## src/rtl/ring_deque.sv

```systemverilog
module ring_deque #(
  parameter int DEPTH = 16,
  parameter int DW    = 32,
  parameter int LW    = 16,
  parameter int QW    = 24,
  localparam int IW   = $clog2(DEPTH),
  localparam int SW   = $clog2(DEPTH + 1)
) (
  input  logic          clk,
  input  logic          rst_n,
  input  logic          clr,
  input  logic          cfg_valid,
  input  logic [SW-1:0] cfg_size,
  input  logic [2:0]    cfg_esz,
  input  logic [2:0]    cfg_mode,
  output logic          cfg_ack,
  output logic          cfg_err,
  input  logic          req_valid,
  output logic          req_ready,
  input  logic [1:0]    req_op,
  input  logic [DW-1:0] req_data,
  input  logic [DW-1:0] req_cred,
  input  logic [LW-1:0] req_len,
  output logic          rsp_valid,
  output logic          rsp_err,
  output logic [DW-1:0] rsp_data,
  output logic [DW-1:0] rsp_cred,
  output logic [LW-1:0] rsp_len,
  output logic [SW-1:0] st_size,
  output logic [1:0]    st_mode,
  output logic [SW-1:0] st_occ,
  output logic [SW-1:0] st_free,
  output logic          st_full,
  output logic [QW-1:0] st_qlen
);

  logic [DW-1:0] dmem [DEPTH];
  logic [DW-1:0] cmem [DEPTH];
  logic [LW-1:0] lmem [DEPTH];

  logic [SW-1:0] size_q, occ_q;
  logic [1:0]    mode_q;
  logic [2:0]    esz_q;
  logic [IW-1:0] head_q, tail_q;
  logic [QW-1:0] qlen_q;

  function automatic logic [IW-1:0] step_up(input logic [IW-1:0] i, input logic [SW-1:0] c);
    return (SW'(i) + SW'(1) == c) ? '0 : i + IW'(1);
  endfunction

  function automatic logic [IW-1:0] step_dn(input logic [IW-1:0] i, input logic [SW-1:0] c);
    return (i == '0) ? IW'(c - SW'(1)) : i - IW'(1);
  endfunction

  wire           two_slot = mode_q[1];
  wire           qm_mode  = (mode_q == 2'd3);
  wire [SW-1:0]  cap      = two_slot ? (size_q >> 1) : size_q;
  wire           q_full   = (occ_q == cap);
  wire           q_empty  = (occ_q == '0);
  wire           is_pop   = req_op[0];

  assign req_ready = !clr && !cfg_valid;
  wire acc      = req_valid && req_ready;
  wire bad_end  = (mode_q == 2'd0) && req_op[1];
  wire op_err   = bad_end || (!is_pop && q_full) || (is_pop && q_empty);
  wire op_ok    = acc && !op_err;

  wire [IW-1:0] head_dn = step_dn(head_q, cap);
  wire [IW-1:0] tail_dn = step_dn(tail_q, cap);
  wire [IW-1:0] head_up = step_up(head_q, cap);
  wire [IW-1:0] tail_up = step_up(tail_q, cap);

  logic [IW-1:0] idx;
  always_comb begin
    case (req_op)
      2'd0:    idx = tail_q;
      2'd1:    idx = head_q;
      2'd2:    idx = head_dn;
      default: idx = tail_dn;
    endcase
  end

  wire mode_bad = cfg_mode[2];
  wire esz_bad  = (cfg_esz == 3'd7) || (cfg_mode == 3'd3 && cfg_esz != 3'd1);
  wire size_bad = (cfg_size == '0) || (cfg_size > SW'(DEPTH)) ||
                  (cfg_mode[1] && cfg_size[0]);
  wire cfg_bad  = mode_bad || esz_bad || size_bad || !q_empty;
  wire cfg_take = cfg_valid && !clr && !cfg_bad;

  always_ff @(posedge clk) begin
    if (op_ok && !is_pop) begin
      dmem[idx] <= req_data;
      cmem[idx] <= req_cred;
      lmem[idx] <= req_len;
    end
  end

  always_ff @(posedge clk or negedge rst_n) begin
    if (!rst_n) begin
      size_q    <= SW'(DEPTH);
      mode_q    <= 2'd0;
      esz_q     <= 3'd0;
      occ_q     <= '0;
      head_q    <= '0;
      tail_q    <= '0;
      qlen_q    <= '0;
      cfg_ack   <= 1'b0;
      cfg_err   <= 1'b0;
      rsp_valid <= 1'b0;
      rsp_err   <= 1'b0;
      rsp_data  <= '0;
      rsp_cred  <= '0;
      rsp_len   <= '0;
    end else begin
      cfg_ack   <= cfg_valid && !clr;
      cfg_err   <= cfg_valid && !clr && cfg_bad;
      rsp_valid <= acc;
      rsp_err   <= acc && op_err;
      rsp_data  <= (op_ok && is_pop) ? dmem[idx] : '0;
      rsp_cred  <= (op_ok && is_pop && two_slot) ? cmem[idx] : '0;
      rsp_len   <= (op_ok && is_pop && qm_mode) ? lmem[idx] : '0;
      if (clr) begin
        occ_q  <= '0;
        head_q <= '0;
        tail_q <= '0;
        qlen_q <= '0;
      end else if (cfg_take) begin
        size_q <= cfg_size;
        mode_q <= cfg_mode[1:0];
        esz_q  <= cfg_esz;
        head_q <= '0;
        tail_q <= '0;
        qlen_q <= '0;
      end else if (op_ok) begin
        case (req_op)
          2'd0: tail_q <= tail_up;
          2'd1: head_q <= head_up;
          2'd2: head_q <= head_dn;
          default: tail_q <= tail_dn;
        endcase
        occ_q <= is_pop ? occ_q - SW'(1) : occ_q + SW'(1);
        if (qm_mode)
          qlen_q <= is_pop ? qlen_q - QW'(lmem[idx]) : qlen_q + QW'(req_len);
      end
    end
  end

  assign st_size = size_q;
  assign st_mode = mode_q;
  assign st_occ  = occ_q;
  assign st_free = cap - occ_q;
  assign st_full = q_full;
  assign st_qlen = qlen_q;

endmodule

```

## config.mk

```make
export PLATFORM = sky130hd
export DESIGN_NAME = ring_deque
export DESIGN_NICKNAME = d
export VERILOG_FILES = /design/src/rtl/ring_deque.sv
export SDC_FILE = /design/constraint.sdc
export NUM_CORES = 2
export LEC_CHECK = 0
export CORE_MARGIN = 2
export CORE_UTILIZATION = 23
export DETAILED_ROUTE_END_ITERATION = 12
export PLACE_DENSITY = 0.35
export SETUP_SLACK_MARGIN = 0.4
export SLEW_MARGIN = 0
export SYNTH_ARGS = -nofsm -noshare
export SYNTH_HDL_FRONTEND = slang
export SYNTH_SLANG_ARGS = --single-unit
```

## constraint.sdc

```tcl
create_clock -name clk -period 27.8 [get_ports clk]
set_clock_uncertainty 0.2 [all_clocks]
set_input_delay 5.56 -clock clk [delete_from_list [all_inputs] [get_ports clk]]
set_output_delay 5.56 -clock clk [all_outputs]
set_load 0.05 [all_outputs]
```

==> flow_metrics.tcl <==
set metrics [dict create \
    synth.top_cell.area_share_pct 67.5 \
    path_cells "clkdlybuf4s50_1 > nor2_1 > clkdlybuf4s50_1" \
    grt_overflow 0 \
    worstPathRequired_ps 22040 \
    first_iter_violations 1980 \
    syn-cell-area_um2 57000 \
    hpwl_mm 92.5 \
    synthTopCellsByArea "edfxtp_1 (67%), nand2_1 (7.0%), dfrtp_1 (5.6%)" \
    tns_ps 0 \
    worst-slew-pin-transition_ps 1140 \
    synth_cells 4143 \
    startpoint_type "primary input" \
    cp.arrival_ps 7160 \
    yosysTopAreaCell "edfxtp_1" \
    ir_worst_vdd_mv 0.0556 \
    vias_per_cell 4.39 \
    post_synth_num_cell_types 70 \
    hold_buffers 0 \
    clock_path_buffers 3 \
    cts_made_buffers 169 \
    internal_power_mw 3.84 \
    drc 0 \
    synth_area_per_cell_um2 13.8 \
    grt_pass1_vias 35254 \
    wl_per_cell_um 22.9 \
    syn-num-nets 4284 \
    antenna_found_initial 26 \
    synth_common_cells "edfxtp_1 (1280), nand2_1 (1070), nand3_1 (268)" \
    die_w_um 502 \
    yosysSeqAreaShare_pct 73.1 \
    leakage_nw 23.7 \
    root_buffer "clkbuf_16" \
    die_h_um 502 \
    hold_viol 0 \
    die_area_um2 252000 \
    synth_ff_type "edfxtp_1" \
    drv_slew 0 \
    place_congestion 0.745 \
    grt_pass1_wl_mm 259 \
    pwr-share-clk_pct 39.2 \
    critPathMaxStageDelay_ps 820 \
    comb_power_share_pct 17.6 \
    end_kind "output pin" \
    p_sw_mw 1.58 \
    start_util_pct 23.1 \
    routed_wl_mm 180 \
    cp_slowest_cell "clkdlybuf4s50_1" \
    drive_above_1_share_pct 8.78 \
    timing.hold.ws_ps 324 \
    io_buffers 224 \
    yosysWarnings 0 \
    synth-edff-count 1280 \
    power.density_nw_per_um2 79.2 \
    critPathMaxFanout 9 \
    ctsResizeCount 0 \
    ant_nets 0 \
    setup_violations 0 \
    cts_setup_buffers 0 \
    first_pass_iters 7 \
    ioPinCount 225 \
    utilization_pct 27.8 \
    rsz0062_at_grt "no" \
    grt_max_degree 144 \
    seq_power_share_pct 43.1 \
    hp-class "reg -> reg" \
    path_class "in -> out" \
    max_freq_mhz 77.4 \
    maxCapViolCount 0 \
    htree_num_levels 4 \
    clock_latency_ps 850 \
    ys_ff_latch 1408 \
    path_clk_slew_ps 50 \
    synthArstFlopShare_pct 9.09 \
    outcome "complete, no violations" \
    nNetsFinal 4509 \
    period_needed_ps 12920 \
    cp_common_cell "clkdlybuf4s50_1" \
    cts.sinks 1408 \
    fp.coreArea_um2 246000 \
    cts_tree "yes" \
    rows 182 \
    track_usage_pct 14.1 \
    area_growth_pct 20.1 \
    routed-via-count 34414 \
    slew_headroom_pct 24.3 \
    synth.most_common_cell "edfxtp_1" \
    swShare_pct 29.2 \
    fin_crit_sh_pct 46.5 \
]
==> metal layers <==
layer | wire, µm | track usage, %
met1 | 79500 | 18.1
met2 | 90100 | 24.3
met3 | 5560 | 2.24
met4 | 4400 | 4.31
met5 | 83 | 0
==> sequential cells by signal (all words and copies together) (netlist names), 2 cells and up <==
register and cells:
tail_q 4, st_size 5, st_occ 5, dmem 512
cmem 512, st_qlen 24, rsp_len 16, rsp_data 32
head_q 4, rsp_cred 32, st_mode 2, lmem 256
==> metrics by stage <==
| stage | total power, mW | area, µm² | setup slack [ps] | std cells |
|---|---|---|---|---|
| final | 5.42 | 68400 | 14880 | 7833 |
| after global routing | 5.68 | 68400 | 14750 | 7831 |
| after CTS | 5.53 | 68400 | 14870 | 7823 |
| after detailed placement | 3.37 | 63000 | 14330 | 7509 |
| after global placement | 3.37 | 63000 | 14430 | 7509 |
| after floorplan | 3.04 | 57000 | 12830 | 4143 |
==> worst max-delay path, delay by kind of cell <==
kind                   cells  cell delay (ps)
buffers and inverters      2             1380
AND/OR/NAND/NOR            1              210
==> layout by cell type (no fill, tap or decap), drive strengths merged, types with 4 or more instances in the layout <==
master	count
edfxtp	1280
and3	132
clkbuf	237
o211ai	7
o21ai	39
a21oi	32
nand2	1070
ha	40
nor3b	10
xnor2	27
xor2	22
nor3	27
dfrtp	127
o22ai	64
a21o	12
nor2b	4
a311oi	129
a211o	4
o41ai	6
or4	4
o31ai	5
clkdlybuf4s50	223
a31oi	130
a211oi	7
nand3	268
buf	93
diode	10
nand4	4
clkinv	71
or2	5
mux2	40
nand2b	12
mux2i	231
inv	39
nor4	4
a22o	7
o221ai	4
nor2	46
or3	7
==> logic make-up after synthesis <==
logic type | Yosys count | synth area share (%)
AND/OR/NAND/NOR | 1601 | 12.1
multiplexers | 271 | 4.85
XOR/XNOR | 49 | 0.753
AO/OA/AOI/OAI | 472 | 5.89
buffers and inverters | 299 | 2.35
adder cells (fa/ha/maj) | 43 | 0.984
flip-flops | 1408 | 73.1
==> final cells by class <==
type                            instances  area [µm²]
Timing Repair Buffer                  317        2980
Clock inverter                         78         753
Inverter                               36         135
Tap cell                             3312        4140
Antenna cell                           10        25.0
Clock buffer                          236        4610
Multi-Input combinational cell       2436       14100
Fill cell                           25121      178000
Sequential cell                      1408       41600
==> worst paths after layout <==
check	to	slack, ps	depth (start not counted)	start
max	req_ready	14880	3	clr
max reg2reg	st_qlen[23]$_DFFE_PN0P_	20000	21	head_q[0]$_DFFE_PN0P_
min in group asynchronous	rsp_cred[16]$_DFF_PN0_	4550	1	rst_n
min	st_qlen[18]$_DFFE_PN0P_	320	2	st_qlen[18]$_DFFE_PN0P_
max in group asynchronous	rsp_cred[24]$_DFF_PN0_	21020	3	rst_n
min reg2reg	st_qlen[18]$_DFFE_PN0P_	320	2	st_qlen[18]$_DFFE_PN0P_
==> power by group through the flow <==
stage	logic, mW	clock network, mW	registers, mW
after floorplan	0.637	0	2.40
after global placement	0.984	0	2.38
after detailed placement	0.984	0	2.38
after CTS	0.987	2.20	2.34
after global routing	1.06	2.28	2.34
final	0.955	2.13	2.34
No activity file was read; power rests on OpenSTA's default activity.
